### config.mk
export PLATFORM = sky130hd
export DESIGN_NAME = hitstamp_seq
export DESIGN_NICKNAME = d
export VERILOG_FILES = /design/src/rtl/hs_pkg.sv /design/src/rtl/hs_bcid_ctr.sv /design/src/rtl/hs_event_store.sv /design/src/rtl/hs_conv_seq.sv /design/src/rtl/hs_serializer.sv /design/src/rtl/hitstamp_seq.sv
export SDC_FILE = /design/constraint.sdc
export NUM_CORES = 1
export LEC_CHECK = 0
export CORE_ASPECT_RATIO = 1.25
export CORE_MARGIN = 1
export CORE_UTILIZATION = 30
export CTS_CLUSTER_SIZE = 40
export DETAILED_ROUTE_END_ITERATION = 10
export GPL_TIMING_DRIVEN = 0
export SYNTH_ARGS = -nofsm -noshare
export SYNTH_HDL_FRONTEND = slang
export SYNTH_SLANG_ARGS = --single-unit
### constraint.sdc
create_clock -name clk_i -period 3.5 [get_ports clk_i]
set_input_delay 0.35 -clock clk_i [delete_from_list [all_inputs] [get_ports clk_i]]
set_output_delay 0.35 -clock clk_i [all_outputs]
set_load 0.1 [all_outputs]
### src/rtl/hs_pkg.sv
package hs_pkg;
  typedef enum logic [1:0] {ST_IDLE, ST_ACQ, ST_CONV, ST_READ} seq_st_e;
  typedef enum logic [1:0] {PH_ID, PH_CNT, PH_EVT} ser_ph_e;

  function automatic int max3(int a, int b, int c);
    int m;
    m = (a > b) ? a : b;
    return (m > c) ? m : c;
  endfunction
endpackage

### src/rtl/hs_bcid_ctr.sv
module hs_bcid_ctr #(
  parameter int BCID_W = 12
) (
  input  logic              clk_i,
  input  logic              rst_ni,
  input  logic              clr_i,
  input  logic              inc_i,
  output logic [BCID_W-1:0] bcid_o
);
  always_ff @(posedge clk_i or negedge rst_ni) begin
    if (!rst_ni)    bcid_o <= '0;
    else if (clr_i) bcid_o <= '0;
    else if (inc_i) bcid_o <= bcid_o + 1'b1;
  end
endmodule

### src/rtl/hs_event_store.sv
module hs_event_store #(
  parameter int DEPTH  = 16,
  parameter int WORD_W = 48,
  localparam int CNT_W  = $clog2(DEPTH + 1),
  localparam int SLOT_W = $clog2(DEPTH)
) (
  input  logic              clk_i,
  input  logic              rst_ni,
  input  logic              clr_i,
  input  logic              wr_i,
  input  logic [WORD_W-1:0] wdata_i,
  input  logic [CNT_W-1:0]  rd_idx_i,
  output logic [WORD_W-1:0] rdata_o,
  output logic [CNT_W-1:0]  cnt_o,
  output logic              full_o
);
  logic [WORD_W-1:0] mem_q [DEPTH];

  assign full_o  = (cnt_o == CNT_W'(DEPTH));
  assign rdata_o = mem_q[rd_idx_i[SLOT_W-1:0]];

  always_ff @(posedge clk_i or negedge rst_ni) begin
    if (!rst_ni)                cnt_o <= '0;
    else if (clr_i)             cnt_o <= '0;
    else if (wr_i && !full_o)   cnt_o <= cnt_o + 1'b1;
  end

  for (genvar g = 0; g < DEPTH; g++) begin : g_slot
    always_ff @(posedge clk_i or negedge rst_ni) begin
      if (!rst_ni) mem_q[g] <= '0;
      else if (wr_i && !full_o && cnt_o == CNT_W'(g)) mem_q[g] <= wdata_i;
    end
  end
endmodule

### src/rtl/hs_conv_seq.sv
module hs_conv_seq #(
  parameter int DEPTH    = 16,
  parameter int CONV_CYC = 4,
  localparam int CNT_W  = $clog2(DEPTH + 1),
  localparam int SLOT_W = $clog2(DEPTH),
  localparam int TMR_W  = $clog2(CONV_CYC + 1)
) (
  input  logic              clk_i,
  input  logic              rst_ni,
  input  logic              go_i,
  input  logic [CNT_W-1:0]  ev_cnt_i,
  output logic              busy_o,
  output logic              strobe_o,
  output logic [SLOT_W-1:0] slot_o,
  output logic              done_o
);
  logic [TMR_W-1:0] tmr_q;
  logic             slot_end;

  assign slot_end = busy_o && (tmr_q == TMR_W'(CONV_CYC - 1));
  assign done_o   = slot_end && (CNT_W'(slot_o) + 1'b1 == ev_cnt_i);
  assign strobe_o = busy_o && (tmr_q == '0);

  always_ff @(posedge clk_i or negedge rst_ni) begin
    if (!rst_ni) begin
      busy_o <= 1'b0;
      tmr_q  <= '0;
      slot_o <= '0;
    end else if (go_i) begin
      busy_o <= 1'b1;
      tmr_q  <= '0;
      slot_o <= '0;
    end else if (busy_o) begin
      if (done_o) begin
        busy_o <= 1'b0;
        tmr_q  <= '0;
        slot_o <= '0;
      end else if (slot_end) begin
        tmr_q  <= '0;
        slot_o <= slot_o + 1'b1;
      end else begin
        tmr_q  <= tmr_q + 1'b1;
      end
    end
  end
endmodule

### src/rtl/hs_serializer.sv
module hs_serializer
  import hs_pkg::*;
#(
  parameter int ID_W   = 8,
  parameter int CNT_W  = 5,
  parameter int WORD_W = 48,
  localparam int SH_W  = max3(ID_W, CNT_W, WORD_W),
  localparam int BIT_W = $clog2(SH_W + 1)
) (
  input  logic              clk_i,
  input  logic              rst_ni,
  input  logic              start_i,
  input  logic [ID_W-1:0]   chip_id_i,
  input  logic [CNT_W-1:0]  ev_cnt_i,
  input  logic [WORD_W-1:0] ev_word_i,
  output logic [CNT_W-1:0]  rd_idx_o,
  output logic              ser_o,
  output logic              tx_on_o,
  output logic              last_o,
  output logic              end_o
);
  ser_ph_e          ph_q;
  logic [SH_W-1:0]  sh_q;
  logic [BIT_W-1:0] left_q;
  logic             fld_end;

  assign fld_end = tx_on_o && (left_q == BIT_W'(1));
  assign ser_o   = tx_on_o && sh_q[SH_W-1];

  always_comb begin
    last_o = 1'b0;
    if (fld_end) begin
      unique case (ph_q)
        PH_CNT:  last_o = (ev_cnt_i == '0);
        PH_EVT:  last_o = (rd_idx_o == ev_cnt_i);
        default: last_o = 1'b0;
      endcase
    end
  end

  always_ff @(posedge clk_i or negedge rst_ni) begin
    if (!rst_ni) begin
      tx_on_o  <= 1'b0;
      ph_q     <= PH_ID;
      sh_q     <= '0;
      left_q   <= '0;
      rd_idx_o <= '0;
      end_o    <= 1'b0;
    end else begin
      end_o <= last_o;
      if (start_i) begin
        tx_on_o  <= 1'b1;
        ph_q     <= PH_ID;
        sh_q     <= SH_W'(chip_id_i) << (SH_W - ID_W);
        left_q   <= BIT_W'(ID_W);
        rd_idx_o <= '0;
      end else if (fld_end) begin
        if (last_o) begin
          tx_on_o <= 1'b0;
        end else if (ph_q == PH_ID) begin
          ph_q   <= PH_CNT;
          sh_q   <= SH_W'(ev_cnt_i) << (SH_W - CNT_W);
          left_q <= BIT_W'(CNT_W);
        end else begin
          ph_q     <= PH_EVT;
          sh_q     <= SH_W'(ev_word_i) << (SH_W - WORD_W);
          left_q   <= BIT_W'(WORD_W);
          rd_idx_o <= rd_idx_o + 1'b1;
        end
      end else if (tx_on_o) begin
        sh_q   <= sh_q << 1;
        left_q <= left_q - 1'b1;
      end
    end
  end
endmodule

### src/rtl/hitstamp_seq.sv
module hitstamp_seq
  import hs_pkg::*;
#(
  parameter int NUM_CH   = 36,
  parameter int DEPTH    = 16,
  parameter int BCID_W   = 12,
  parameter int ID_W     = 8,
  parameter int CONV_CYC = 4,
  localparam int CNT_W  = $clog2(DEPTH + 1),
  localparam int SLOT_W = $clog2(DEPTH),
  localparam int WORD_W = BCID_W + NUM_CH
) (
  input  logic              clk_i,
  input  logic              rst_ni,
  input  logic [ID_W-1:0]   chip_id_i,
  input  logic              acq_en_i,
  input  logic              slow_tick_i,
  input  logic [NUM_CH-1:0] ch_trig_i,
  input  logic              start_conv_i,
  input  logic              start_read_i,
  output logic              acq_busy_o,
  output logic              mem_full_o,
  output logic              no_trig_o,
  output logic              conv_busy_o,
  output logic              conv_strobe_o,
  output logic [SLOT_W-1:0] conv_slot_o,
  output logic              ser_o,
  output logic              tx_on_o,
  output logic              end_read_o
);
  seq_st_e st_q;
  logic [BCID_W-1:0] bcid_q;
  logic [CNT_W-1:0]  ev_cnt;
  logic [CNT_W-1:0]  rd_idx;
  logic [WORD_W-1:0] rd_word;
  logic trig_or, trig_q, rec;
  logic acq_start, acq_run, acq_stop, conv_go, read_go;
  logic conv_done, read_last;

  assign trig_or   = |ch_trig_i;
  assign acq_start = (st_q == ST_IDLE) && acq_en_i;
  assign acq_run   = (st_q == ST_ACQ) && acq_en_i;
  assign acq_stop  = (st_q == ST_ACQ) && !acq_en_i;
  assign conv_go   = (st_q == ST_IDLE) && !acq_en_i && start_conv_i && (ev_cnt != '0);
  assign read_go   = (st_q == ST_IDLE) && !acq_en_i && !conv_go && start_read_i;
  assign rec       = acq_run && trig_or && !trig_q && !mem_full_o;
  assign acq_busy_o = (st_q == ST_ACQ);

  always_ff @(posedge clk_i or negedge rst_ni) begin
    if (!rst_ni) begin
      st_q      <= ST_IDLE;
      trig_q    <= 1'b0;
      no_trig_o <= 1'b0;
    end else begin
      trig_q <= trig_or;
      if (acq_start)     no_trig_o <= 1'b0;
      else if (acq_stop) no_trig_o <= (ev_cnt == '0);
      unique case (st_q)
        ST_IDLE: begin
          if (acq_start)    st_q <= ST_ACQ;
          else if (conv_go) st_q <= ST_CONV;
          else if (read_go) st_q <= ST_READ;
        end
        ST_ACQ:  if (acq_stop)  st_q <= ST_IDLE;
        ST_CONV: if (conv_done) st_q <= ST_IDLE;
        ST_READ: if (read_last) st_q <= ST_IDLE;
        default: st_q <= ST_IDLE;
      endcase
    end
  end

  hs_bcid_ctr #(.BCID_W(BCID_W)) u_bcid (
    .clk_i, .rst_ni,
    .clr_i (acq_start),
    .inc_i (acq_run && slow_tick_i),
    .bcid_o(bcid_q)
  );

  hs_event_store #(.DEPTH(DEPTH), .WORD_W(WORD_W)) u_store (
    .clk_i, .rst_ni,
    .clr_i   (acq_start),
    .wr_i    (rec),
    .wdata_i ({bcid_q, ch_trig_i}),
    .rd_idx_i(rd_idx),
    .rdata_o (rd_word),
    .cnt_o   (ev_cnt),
    .full_o  (mem_full_o)
  );

  hs_conv_seq #(.DEPTH(DEPTH), .CONV_CYC(CONV_CYC)) u_conv (
    .clk_i, .rst_ni,
    .go_i    (conv_go),
    .ev_cnt_i(ev_cnt),
    .busy_o  (conv_busy_o),
    .strobe_o(conv_strobe_o),
    .slot_o  (conv_slot_o),
    .done_o  (conv_done)
  );

  hs_serializer #(.ID_W(ID_W), .CNT_W(CNT_W), .WORD_W(WORD_W)) u_ser (
    .clk_i, .rst_ni,
    .start_i  (read_go),
    .chip_id_i(chip_id_i),
    .ev_cnt_i (ev_cnt),
    .ev_word_i(rd_word),
    .rd_idx_o (rd_idx),
    .ser_o    (ser_o),
    .tx_on_o  (tx_on_o),
    .last_o   (read_last),
    .end_o    (end_read_o)
  );
endmodule

Word-level counts from Yosys, hierarchy flattened
Index checks and enable logic that the tools add are counted.

storage, ports and cells
  bits in registers = 860
  bits in latches = 0
  memory bits (writable) = 0
  memory bits (read-only) = 0
  input port bits = 50
  output and inout port bits = 12
  word-level logic and storage cells = 179
  memories = 0

cells by class
  add/sub/neg operators = 7
  multiply operators = 0
  divide/modulo/power cells = 0
  $lt $le $gt $ge = 1
  equality and inequality tests = 32
  shift-type cells = 0
  mux-type cells = 50
  bitwise logic cells = 1
  reductions and logical operators = 58

operators with widths
  cell                     number
  $mux W48                 7
  $bmux W48 S4             1
  $eq A5 B4 Y1 const B     8
  $reduce_or A36 Y1        1
  $logic_and A1 B1 Y1      34
  $mux W5                  6
  $mux W6                  5
  $mux W12                 2
  $eq A5 B3 Y1 const B     4
  $mux W2                  10
  $mux W4                  4
  $add A12 B1 Y12 const B  1
  $mux W3                  4
  $reduce_bool A2 Y1       6
  $add A5 B1 Y5 const B    2
  $eq A5 B2 Y1 const B     2
  $eq A5 B5 Y1             2
  $mux W1                  9
  $pmux W2 S4              1
  $reduce_and A2 Y1        4
  $eq A2 B2 Y1 const B     3
  $eq A6 B1 Y1 const B     1
  $ne A2 B2 Y1 const B     3
  $reduce_bool A3 Y1       2
  other kinds (21)         27

Depth between registers and ports, before layout
Gate-level depths: netlist (run 1).

  depth in word-level cells = 11
  gate-level depth with buffers = 10
  depth with buffers taken out = 7

Cells and area by module
A second synthesis (run 1) with hierarchy kept.

unflattened totals
  cells, all modules = 2677
  area, all modules = 39703.1 µm²

modules (own cells, without submodules)
  module          times used  cells each  area each (µm²)  seq. area each (µm²)
  hs_event_store  1           2130        34579.4          19343.6
  hs_serializer   1           394         3678.5           1576.5
  hs_bcid_ctr     1           57          588.1            300.3
  hs_conv_seq     1           53          511.7            200.2
  hitstamp_seq    1           43          345.3            100.1

Worst setup path before layout (run 1)
OpenSTA, ideal clock, no wires.

  path kind = register to register
  start point = register st_q[1]
  end point = register u_store.mem_q[234] (netlist bit)
  library setup time = 0.128 ns
  arrival = 3.281 ns
  data required time = 3.372 ns
  slack = 0.092 ns
  cell stages (with the launch flop) = 9
  path buffers = 3
  period minus slack after synthesis = 3.408 ns
  path through = dfrtp_1 -> nor2b_1 -> nand2_1 -> or3_1 -> buf_6 -> nor4b_4 -> buf_6 -> buf_6 -> mux2_1

between the ends
  longest elaborated chain between the ends = 7

ends and longest elaborated chain
  what                              line                  text
  from (decl)                       hitstamp_seq.sv:31    seq_st_e st_q;
  from (signal assigned)            hitstamp_seq.sv:51    st_q <= ST_IDLE;
  from (signal assigned)            hitstamp_seq.sv:60    if (acq_start) st_q <= ST_ACQ;
  from (signal assigned)            hitstamp_seq.sv:61    else if (conv_go) st_q <= ST_CONV;
  $eq A2 B1 Y1                      --
  net acq_busy_o                    hitstamp_seq.sv:21    output logic acq_busy_o,
  $logic_and A1 B1 Y1               hitstamp_seq.sv:42    assign acq_run = (st_q == ST_ACQ) && acq_en_i;
  $logic_and A1 B1 Y1 (3 in a row)  hitstamp_seq.sv:46    assign rec = acq_run && trig_or && !trig_q && !mem_full_o;
  $logic_and A1 B1 Y1 (2 in a row)  hs_event_store.sv:31  else if (wr_i && !full_o && cnt_o == CNT_W'(g)) mem_q[g] <= wdata_i;
  to (signal, indexed assignment)   hs_event_store.sv:31
  to (decl)                         hs_event_store.sv:17  logic [WORD_W-1:0] mem_q [DEPTH];

The timed path passes the listed nets, and every way through them passes these cells.
A chain may end at the register's enable or synchronous reset.

Worst setup path in the final report (run 1)
  start point = register u_ser.rd_idx_o[1]
  end point = register u_ser.sh_q[23]

between the ends
  longest elaborated chain between the ends = 8
  elaborated cells on any way between the ends = 13
  those cells by class = eq/ne (2); mux (9); bitwise (1); reduce/logical (1)

ends and longest elaborated chain
  what                                         line                  text
  from (decl)                                  hs_serializer.sv:16   output logic [CNT_W-1:0] rd_idx_o,
  from (signal assigned)                       hs_serializer.sv:68   rd_idx_o <= rd_idx_o + 1'b1;
  $not A4 Y5 (not written as such)             hs_event_store.sv:20  assign rdata_o = mem_q[rd_idx_i[SLOT_W-1:0]];
  $bmux W48 S4                                 hs_event_store.sv:20
  $mux W48 (not written as such) (2 in a row)  hs_event_store.sv:20
  $mux W48                                     hs_serializer.sv:60   end else if (ph_q == PH_ID) begin
  $mux W48                                     hs_serializer.sv:58   if (last_o) begin
  $mux W48                                     hs_serializer.sv:57   end else if (fld_end) begin
  $mux W48                                     hs_serializer.sv:51   if (start_i) begin
  to (signal assigned)                         hs_serializer.sv:54   sh_q <= SH_W'(chip_id_i) << (SH_W - ID_W);
  to (signal assigned)                         hs_serializer.sv:62   sh_q <= SH_W'(ev_cnt_i) << (SH_W - CNT_W);
  to (signal assigned)                         hs_serializer.sv:66   sh_q <= SH_W'(ev_word_i) << (SH_W - WORD_W);
  to (decl)                                    hs_serializer.sv:23   logic [SH_W-1:0] sh_q;

Several ways; a longest one is shown, not always the timed one. The select of a mux whose other input is x is not followed.

==> results.md, run 1 <==
- Slew Limit Headroom: 0.170
- Global-route congestion overflow total: 0
- Via density per instance: between 5 and 6
- Register clock-pin slew on the reported worst setup and hold paths: approximately 0.06 ns
- Pwr/cell area: around 540 nW/um^2
- Synth top area cells: dfrtp_1 54%, mux2_2 17%, mux4_2 13%
- Sum of net half-perimeters after detailed placement: roughly 72000 um
- Final cell count without fillers: between 4k and 5k
- H-tree lvl count: 3
- Highest clock rate: around 300 MHz
- Detailed router's first-iteration violation count: between 1.5k and 2k
- Total die area: 134000 um^2
- Worst slack on hold paths: 0.102 ns
- Final Slew Violations: 0
- Total Negative Setup Slacks: 0 ns
- Number of input and output port buffers inserted: 60
- Leading register cell type out of synthesis: dfrtp_1
- Leakage power summed over all cells: around 22 nW
- All-Layer GR Usage: 0.165
- CTS tree: built
- Worst voltage drop across the vdd grid: between 0.3 and 0.4 mV
- Area added between synthesis and finish: 15.2%
- Final hold vios: 0
- Largest area contributor in the synthesized netlist: dfrtp_1
- Diodes inserted: 0
- EDFF count, synth: 0
- Placed Instances: around 4.3k
- Wire length after detailed routing: 108000 um
- Critical path class: register to register
- Average wire per standard cell: approximately 24 um
- Final Skew: between 0.02 and 0.03 ns
- Count of unresolved DRC violations after routing: 0
- Root Buffer Master: clkbuf_16
- Area share of the largest cell type after synthesis: 0.541
- Buffer levels on the longest clock path: 3
- Post-Synthesis Mean Instance Area: approximately 16 um^2
- Classification of the worst-slack hold path: primary input to asynchronous set/reset pin
- Yosys warnings: 0
- Fraction of layout instances using a drive strength above 1: 0.416
- Sequential area share after synthesis: 0.541
- Req. time, crit path: 4.06 ns
- Antenna violations before repair: 7
- GPL Wtd Cong: 0.840
- IO Count: 62
- X dimension of the die: ~330 um
- Maximum number of pins on one net before global-route repair: between 100 and 150
- Worst Tran Pin Value: roughly 1.2 ns
- Floorplan core area: 132000 um^2
- Combined area of all synthesized cells: about 40000 um^2
- Yosys cell types: 65
- Net count after synthesis: 2581
- Number of global-route vias before repair: 24.3k
- Leading cell type by number of instances after synthesis: dfrtp_1
- Startpoint types: register
- Number of buffers created by CTS: 89
- Number of nets in the finished design: 2743
- Post-synthesis async set-or-reset flop share: 1.00
- Final-report setup violation count: 0
- Arrival time reported for the critical path endpoint: between 3 and 4 ns
- Vias: 22.7k
- Number of core rows: ~150
- Effective utilization at floorplan: 0.302
- DIE HEIGHT: approximately 410 um
- Share of the clock period used by the worst path after layout: 0.948
- Unrepaired setup endpoints after global routing: no
- Clock net sink count: 860
- Number of routed nets with antenna violations: 0
- Crit end category: register
- Peak fanout along the critical path: 10
- Status: completed
- Source-to-sink clock delay at the later pin of the worst-skew pair: 0.69 ns
- Register bit count reported by yosys: 860
- Max-cap violations: 0
- Final critical path time including I/O delays and setup: roughly 3.3 ns
- Top cell types by occurrence after synthesis: 860 x dfrtp_1, 599 x mux2_2, 235 x mux4_2, 171 x mux2_1, 112 x clkbuf_1
- Total iterations of the first detailed-routing run: 7
- Synth Instances: about 2.5k
- Wire length of the first global-routing pass: approximately 160000 um
==> cell families after synthesis <==
kind of cell	after synthesis	synth area share
mux	1016	0.354
flops	860	0.541
buf+inv	254	0.0361
simple gates	232	0.0368
compound gates	117	0.0230
xor+xnor	22	0.00484
fa+ha+maj	15	0.00472
==> state kept, by name, indices dropped and copies added (netlist names), 3 cells and up <==
signal	count
u_store.cnt_o	5
u_ser.left_q	6
u_bcid.bcid_o	12
u_ser.rd_idx_o	5
u_conv.tmr_q	3
u_store.mem_q	768
u_ser.sh_q	48
u_conv.slot_o	4
==> what timing repair did <==
action / CTS / global route
setup buffers: 1 / 0
gates resized for setup: 5 / 12
endpoints found under the hold margin: 121 / 0
hold buffers: 1 / 0
pin swaps: 1 / 0
endpoints found under the setup margin: 45 / 30
==> layout make-up <==
class                      count  area [um^2]
inverter                      20         75.1
sequential                   860        21500
timing repair buffer          72          881
clock buffer                 120         2530
tap                         1736         2170
clock inverter                39          454
fill                       12600        86000
buffer                       233         1370
multi-input combinational   1402        16800
==> worst paths after layout <==
path | start | to | slack (ns) | depth (start not counted)
worst max-delay path | u_ser.rd_idx_o[1]$_DFFE_PN0P_ | u_ser.sh_q[23]$_DFFE_PN0P_ | 0.18 | 6
worst min-delay path | rst_ni | u_store.mem_q[578]$_DFFE_PN0P_ | 0.10 | 2
worst max register to register | u_ser.rd_idx_o[1]$_DFFE_PN0P_ | u_ser.sh_q[23]$_DFFE_PN0P_ | 0.18 | 6
worst min register to register | u_store.mem_q[83]$_DFFE_PN0P_ | u_store.mem_q[83]$_DFFE_PN0P_ | 0.48 | 1
max in group asynchronous | rst_ni | u_store.mem_q[550]$_DFFE_PN0P_ | 0.68 | 7
min in group clk_i | acq_en_i | no_trig_o$_DFFE_PN0P_ | 0.20 | 3
==> report_power, final <==
part	switching, mW	internal, mW	leakage [nW]
logic	3.14	1.55	8.18
registers	0.107	10.1	11.9
clock network	4.11	5.68	1.48
==> worst max-delay path: stages (launching register included) <==
cell      delay [ns]
dfrtp_1         0.34
clkbuf_1        0.26
clkbuf_1        0.55
clkbuf_1        0.76
mux4_2          0.43
mux4_2          0.51
a221o_1         0.32
==> cells in the final DEF, fill, tap and decap left out, drive strengths merged, types with 6 or more instances in the layout <==
cell | netlist | final
clkinv | 0 | 21
clkdlybuf4s50 | 0 | 58
mux2i | 11 | 11
inv | 20 | 26
o21ai | 16 | 16
nand2 | 49 | 49
bufinv | 0 | 8
nor3 | 18 | 18
mux4 | 235 | 235
nor2 | 29 | 29
xnor2 | 15 | 15
nor2b | 12 | 12
nand3 | 15 | 15
clkbuf | 113 | 232
nor4 | 17 | 17
and3 | 44 | 44
nand4 | 6 | 6
xor2 | 7 | 7
dfrtp | 860 | 860
a21oi | 22 | 22
ha | 15 | 15
buf | 121 | 133
a221o | 39 | 39
and2 | 8 | 8
nand3b | 6 | 6
a211oi | 11 | 11
mux2 | 770 | 770
==> per-layer routing <==
| metal | wire (um) | GRT usage | share of wire | up-vias |
|---|---|---|---|---|
| met1 | 46500 | 0.217 | 0.43 | 12300 |
| met2 | 52900 | 0.271 | 0.49 | 463 |
| li1 | - | - | - | 9750 |
| met5 | 43 | 0 | 0.00040 | - |
| met3 | 5060 | 0.0294 | 0.047 | 172 |
| met4 | 3690 | 0.0601 | 0.034 | 8 |
==> stage by stage <==
stage / power (mW) / worst slack (ns) / instance area (um^2) / utilization
4_1_cts: 25.0 / 0.0198 / 45800 / 0.348
5_1_grt: 25.6 / 0.0407 / 45800 / 0.348
3_5_place_dp: 15.1 / -0.448 / 42800 / 0.325
2_1_floorplan: 13.2 / 0.0918 / 39800 / -
3_3_place_gp: 15.1 / -38.12 / 42600 / 0.323
6_report: 24.6 / 0.183 / 45800 / 0.348
(Power assumes the default switching activity.)
==> run 2, diff against run 1 <==
CTS_CLUSTER_SIZE = 12   (was 40)
==> results.md, run 2 (same netlist as run 1, synthesis figures left out) <==
- Status: completed
- Final Skew: 0.0464 ns (+0.0205 ns)
- DIE HEIGHT: 409 um (unchanged)
- X dimension of the die: 328 um (unchanged)
- Crit end category: register
- Final cell count without fillers: 4475 (-0.16%)
- Total Negative Setup Slacks: 0 ns (unchanged)
- Area added between synthesis and finish: 14.8%
- Final critical path time including I/O delays and setup: 3.35 ns (+0.0306 ns)
- Vias: 22.8k (+0.17%)
- Final hold vios: 0 (unchanged)
- Peak fanout along the critical path: 10 (unchanged)
- Count of unresolved DRC violations after routing: 0 (unchanged)
- Unrepaired setup endpoints after global routing: no
- Number of global-route vias before repair: 24.2k (-0.40%)
- M2 GR Usage: 0.271 (+0.000437)
- Source-to-sink clock delay at the later pin of the worst-skew pair: 0.71 ns (+0.02 ns)
- Pwr/cell area: 532 nW/um^2 (-1.1%)
- Largest regs: u_store.mem_q (768), u_ser.sh_q (48), u_bcid.bcid_o (12)
- Number of routed nets with antenna violations: 0 (unchanged)
- Fill cell count: 12.6k (+0.16%)
- Floorplan core area: 132000 um^2 (unchanged)
- Sum of net half-perimeters after detailed placement: 71600 um (unchanged)
- Worst voltage drop across the vdd grid: 0.342 mV (+3.4%)
- Total die area: 134000 um^2 (unchanged)
- Final-report setup violation count: 0 (unchanged)
- Critical path class: register to register
- Number of buffers created by CTS: 90 (+1.1%)
- Area of combinational cells with multiple inputs: 16800 um^2 (unchanged)
- Classification of the worst-slack hold path: primary input to asynchronous set/reset pin
- Share of the clock period used by the worst path after layout: 0.956 (+0.00875)
- Fraction of layout instances using a drive strength above 1: 0.411 (-0.00478)
- Highest clock rate: 299 MHz (-0.91%)
- H-tree lvl count: 3 (unchanged)
- Worst Tran Pin Value: 1.26 ns (+0.0159 ns)
- IO Count: 62 (unchanged)
- Combined flip-flop and latch cell area: 21500 um^2 (unchanged)
- Clock net sink count: 860 (unchanged)
- Slew Limit Headroom: 0.159 (-0.0106)
- Most flop-heavy register: u_store.mem_q
- Placed Instances: 4322 (unchanged)
- Diodes inserted: 0 (unchanged)
- Antenna violations before repair: 6 (-1)
- All-Layer GR Usage: 0.165 (about the same)
- Global-route layer with the greatest usage: met2
- Met1 usage: 0.218 (+0.000475)
- Max-cap violations: 0 (unchanged)
- Leakage power summed over all cells: 21.5 nW (-0.33%)
- Req. time, crit path: 4.06 ns (about the same)
- Cell Area, Placed: 42800 um^2 (unchanged)
- Wire length of the first global-routing pass: 165000 um (-0.20%)
- CTS tree: built
- Startpoint types: register
- Number of core rows: 149 (unchanged)
- Leading cell type in the layout, fill and taps excluded: dfrtp_1
- Cell area after layout: 45700 um^2 (-0.33%)
- Root Buffer Master: clkbuf_16
- GPL Wtd Cong: 0.840 (unchanged)
- Buffer levels on the longest clock path: 3 (unchanged)
- Met3 track demand over resource in global routing: 0.0276 (-0.00174)
- Register clock-pin slew on the reported worst setup and hold paths: 0.06 ns (about the same)
- Flip-flop count of the largest register, all copies and words added: 768 (unchanged)
- Average wire per standard cell: 24.2 um (+0.19%)
- Arrival time reported for the critical path endpoint: 3.91 ns (+0.03 ns)
- Effective utilization at floorplan: 0.302 (unchanged)
- Highest-count cells in the layout ignoring fill and taps: 860 x dfrtp_1, 599 x mux2_2, 235 x mux4_2
- Number of nets in the finished design: 2744 (+0.036%)
- Total iterations of the first detailed-routing run: 8 (+1)
- Wire length after detailed routing: 108000 um (about the same)
- Global-route congestion overflow total: 0 (unchanged)
- Maximum number of pins on one net before global-route repair: 117 (unchanged)
- Via density per instance: 5.09 (+0.32%)
- Detailed router's first-iteration violation count: 1586 (+5.0%)
- Final Slew Violations: 0 (unchanged)
- Number of input and output port buffers inserted: 60 (unchanged)
run 2: where the power goes:
part           internal (mW)  switching, mW
Combinational           1.55           3.15
Clock                   5.40           4.03
Sequential              10.1          0.108
run 2: final cells by class:
class	count	area share
timing repair buffer	72	0.0193
clock inverter	23	0.00561
tap	1736	0.0475
buffer	233	0.0299
multi-input combinational	1402	0.369
clock buffer	129	0.0565
sequential	860	0.471
inverter	20	0.00164
run 2: routing by layer:
| metal | vias to the layer above | wire length (um) |
|---|---|---|
| met3 | 177 | 4480 |
| met4 | 8 | 3550 |
| met2 | 448 | 53100 |
| met5 | - | 40 |
| met1 | 12400 | 47000 |
| li1 | 9744 | - |
run 2: stage by stage:
stage                     power (mW)  setup WS, ns  hold slack [ns]   util
after floorplan                 13.2        0.0918           0.0544      -
after global placement          15.1        -38.12            0.462  0.323
after detailed placement        15.1        -0.448            0.204  0.325
after CTS                       24.6       0.00896           0.0593  0.347
after global routing            25.2      0.000638           0.0999  0.347
final                           24.3         0.152            0.103  0.347
run 2: path summary, 6_finish.rpt:
check / depth (start not counted) / slack, ns / from / endpoint
max in group asynchronous: 7 / 0.69 / rst_ni / u_store.mem_q[119]$_DFFE_PN0P_
worst max-delay path: 6 / 0.15 / u_ser.rd_idx_o[1]$_DFFE_PN0P_ / u_ser.sh_q[19]$_DFFE_PN0P_
worst min register to register: 1 / 0.48 / u_store.mem_q[83]$_DFFE_PN0P_ / u_store.mem_q[83]$_DFFE_PN0P_
worst max register to register: 6 / 0.15 / u_ser.rd_idx_o[1]$_DFFE_PN0P_ / u_ser.sh_q[19]$_DFFE_PN0P_
worst min-delay path: 2 / 0.10 / rst_ni / u_store.mem_q[678]$_DFFE_PN0P_
min in group clk_i: 3 / 0.19 / acq_en_i / no_trig_o$_DFFE_PN0P_
run 2: worst max-delay path, cell delays in order, from the launching register on:
cell	delay, ns
dfrtp_1	0.35
clkbuf_1	0.26
clkbuf_1	0.56
clkbuf_1	0.75
mux4_2	0.47
mux4_2	0.49
a221o_1	0.31
run 2: what timing repair did:
item,in CTS,in global routing
setup buffers,1,0
resized for setup,6,12
endpoints found under the hold margin,121,0
pin swaps,1,0
endpoints found under the setup margin,44,69
hold buffers,1,0
==> run 3, diff against run 2 <==
SLEW_MARGIN = 0   (was not set)
clock period = 4.3 ns   (was 3.5 ns; I/O delays follow)
==> results.md, run 3 (same netlist as run 1, synthesis figures left out) <==
- Status: completed
- Total die area: 134000 um^2 (unchanged)
- Global-route congestion overflow total: 0 (unchanged)
- Pwr/cell area: 433 nW/um^2 (-19%)
- Clock net sink count: 860 (unchanged)
- Maximum number of pins on one net before global-route repair: 117 (unchanged)
- Fraction of layout instances using a drive strength above 1: 0.407 (-0.00402)
- Critical path class: register to register
- DIE HEIGHT: 409 um (unchanged)
- Number of routed nets with antenna violations: 0 (unchanged)
- Final hold vios: 0 (unchanged)
- Sequential fraction of design power: 0.419 (about the same)
- Arrival time reported for the critical path endpoint: 4.26 ns (+0.35 ns)
- Cell Area, Placed: 42800 um^2 (unchanged)
- GPL Wtd Cong: 0.840 (unchanged)
- IO Count: 62 (unchanged)
- Number of buffers created by CTS: 90 (unchanged)
- Effective utilization at floorplan: 0.302 (unchanged)
- Power, Total: 19.8 mW (-19%)
- Wire length of the first global-routing pass: 165000 um (about the same)
- Startpoint types: register
- FF-to-FF End: u_ser.sh_q[30]$_DFFE_PN0P_
- Antenna violations before repair: 6 (unchanged)
- Largest regs: u_store.mem_q (768), u_ser.sh_q (48), u_bcid.bcid_o (12)
- Worst voltage drop across the vdd grid: 0.279 mV (-18%)
- CTS tree: built
- Number of nets in the finished design: 2744 (unchanged)
- Floorplan core area: 132000 um^2 (unchanged)
- Unrepaired setup endpoints after global routing: no
- Final critical path time including I/O delays and setup: 3.71 ns (+0.359 ns)
- Max-cap violations: 0 (unchanged)
- Critical R2R Launch: u_ser.rd_idx_o[1]$_DFFE_PN0P_
- Share of the clock period used by the worst path after layout: 0.862 (-0.0945)
- X dimension of the die: 328 um (unchanged)
- Total Negative Setup Slacks: 0 ns (unchanged)
- Wire length after detailed routing: 108000 um (+0.11%)
- Relative contribution of the clock network to total power: 0.388 (about the same)
- Buffers inserted during post-CTS setup optimization: 0 (-1)
- H-tree lvl count: 3 (unchanged)
- Area added between synthesis and finish: 14.8% (about the same)
- Leakage power summed over all cells: 21.5 nW (-0.17%)
- Peak fanout along the critical path: 10 (unchanged)
- Highest clock rate: 270 MHz (-9.7%)
- Diodes inserted: 0 (unchanged)
- Switching power total: 5.93 mW (-19%)
- Number of core rows: 149 (unchanged)
- FF-to-FF path depth: 6 (unchanged)
- Total iterations of the first detailed-routing run: 5 (-3)
- Detailed router's first-iteration violation count: 1544 (-2.6%)
- Highest-count cells in the layout ignoring fill and taps: 860 x dfrtp_1, 599 x mux2_2, 235 x mux4_2
- Register clock-pin slew on the reported worst setup and hold paths: 0.06 ns (about the same)
- Root Buffer Master: clkbuf_16
- Source-to-sink clock delay at the later pin of the worst-skew pair: 0.70 ns (about the same)
- Number of global-route vias before repair: 24.2k (-0.012%)
- All-Layer GR Usage: 0.165 (+0.000169)
- Final Slew Violations: 0 (unchanged)
- Fraction of power spent switching nets: 0.300 (-0.000301)
- Flip-flop count of the largest register, all copies and words added: 768 (unchanged)
- Vias: 22.7k (-0.31%)
- Reg2reg setup slack: 0.59 ns (+0.44 ns)
- Count of unresolved DRC violations after routing: 0 (unchanged)
- Cell area after layout: 45700 um^2 (about the same)
- Via density per instance: 5.07 (-0.31%)
- Leading cell type in the layout, fill and taps excluded: dfrtp_1
- Average wire per standard cell: 24.2 um (+0.11%)
- Internal power: 13.8 mW (-19%)
- Buffer levels on the longest clock path: 3 (unchanged)
- Slew Limit Headroom: 0.129 (-0.0298)
- Req. time, crit path: 4.85 ns (+0.79 ns)
- Number of input and output port buffers inserted: 60 (unchanged)
- Final Skew: 0.0420 ns (-0.00437 ns)
- Comb power frac: 0.193 (about the same)
- Crit end category: register
- Final Util: 0.347 (about the same)
- Final-report setup violation count: 0 (unchanged)
- Worst Tran Pin Value: 1.31 ns (+0.0487 ns)
- Most flop-heavy register: u_store.mem_q
- Classification of the worst-slack hold path: primary input to asynchronous set/reset pin
- Sum of net half-perimeters after detailed placement: 71600 um (unchanged)
[run 3: cell count changes in the layout (fill, tap and decap cells not counted)]
cell and delta:
clkbuf_1 +10, dlygate4sd2_1 -1, buf_4 -1, clkdlybuf4s50_1 +1, clkbuf_2 -9, o21ai_2 -1, o21ai_1 +1
[run 3: layer usage]
layer	vias to the layer above	global-route usage	wire, um
li1	9737	-	-
met1	12300	0.218	46900
met2	441	0.272	53400
met3	167	0.0276	4560
met4	8	0.0594	3350
met5	-	0	35
[run 3: critical path, cell delays in order, from the launching register on]
cell      delay, ns
dfrtp_1        0.35
clkbuf_1       0.26
clkbuf_1       0.86
clkbuf_1       0.81
mux4_2         0.44
mux4_2         0.52
a221o_1        0.30
[run 3: cell type report]
class / count / area, um^2
multi-input cells: 1402 / 16800
repair buffers: 71 / 875
fillers: 12600 / 86100
inverters: 20 / 75.1
clock inverters: 23 / 256
clock buffers: 129 / 2580
flip-flops and latches: 860 / 21500
plain buffers: 234 / 1360
well taps: 1736 / 2170
[run 3: worst max-delay path by stage]
stage | cells after the start | start | endpoint | slack (ns)
after floorplan | 8 | st_q[1]$_DFFE_PN0P_ | u_store.mem_q[230]$_DFFE_PN0P_ | 0.89
after global placement | 1 | rst_ni | u_store.mem_q[119]$_DFFE_PN0P_ | -37.40
after detailed placement | 9 | ch_trig_i[30] | u_store.mem_q[175]$_DFFE_PN0P_ | 0.27
after CTS | 6 | u_ser.rd_idx_o[1]$_DFFE_PN0P_ | u_ser.sh_q[30]$_DFFE_PN0P_ | 0.59
after global routing | 9 | u_store.cnt_o[0]$_DFFE_PN0P_ | u_ser.left_q[3]$_DFFE_PN0P_ | 0.52
final | 6 | u_ser.rd_idx_o[1]$_DFFE_PN0P_ | u_ser.sh_q[30]$_DFFE_PN0P_ | 0.59
[run 3: repair_timing]
action                                 4_1_cts  5_1_grt
endpoints found under the hold margin      121        0
hold buffers                                 1        0
gates resized for setup                      0        0
[run 3: power by group through the flow]
stage	Combinational [mW]	Clock [mW]	Sequential, mW
floorplan	2.27	0	8.44
global placement	3.83	0	8.45
detailed placement	3.89	0	8.42
CTS	3.90	7.87	8.27
global route	4.07	8.18	8.28
finish	3.82	7.67	8.27
[run 3: stage by stage]
stage          setup WS (ns)  std cells  hold WS, ns
6_report               0.594       4475        0.183
5_1_grt                0.523       4475        0.180
4_1_cts                0.589       4475        0.139
3_5_place_dp           0.272       4322        0.284
3_3_place_gp          -37.40       4312        0.462
2_1_floorplan          0.892       2516        0.134
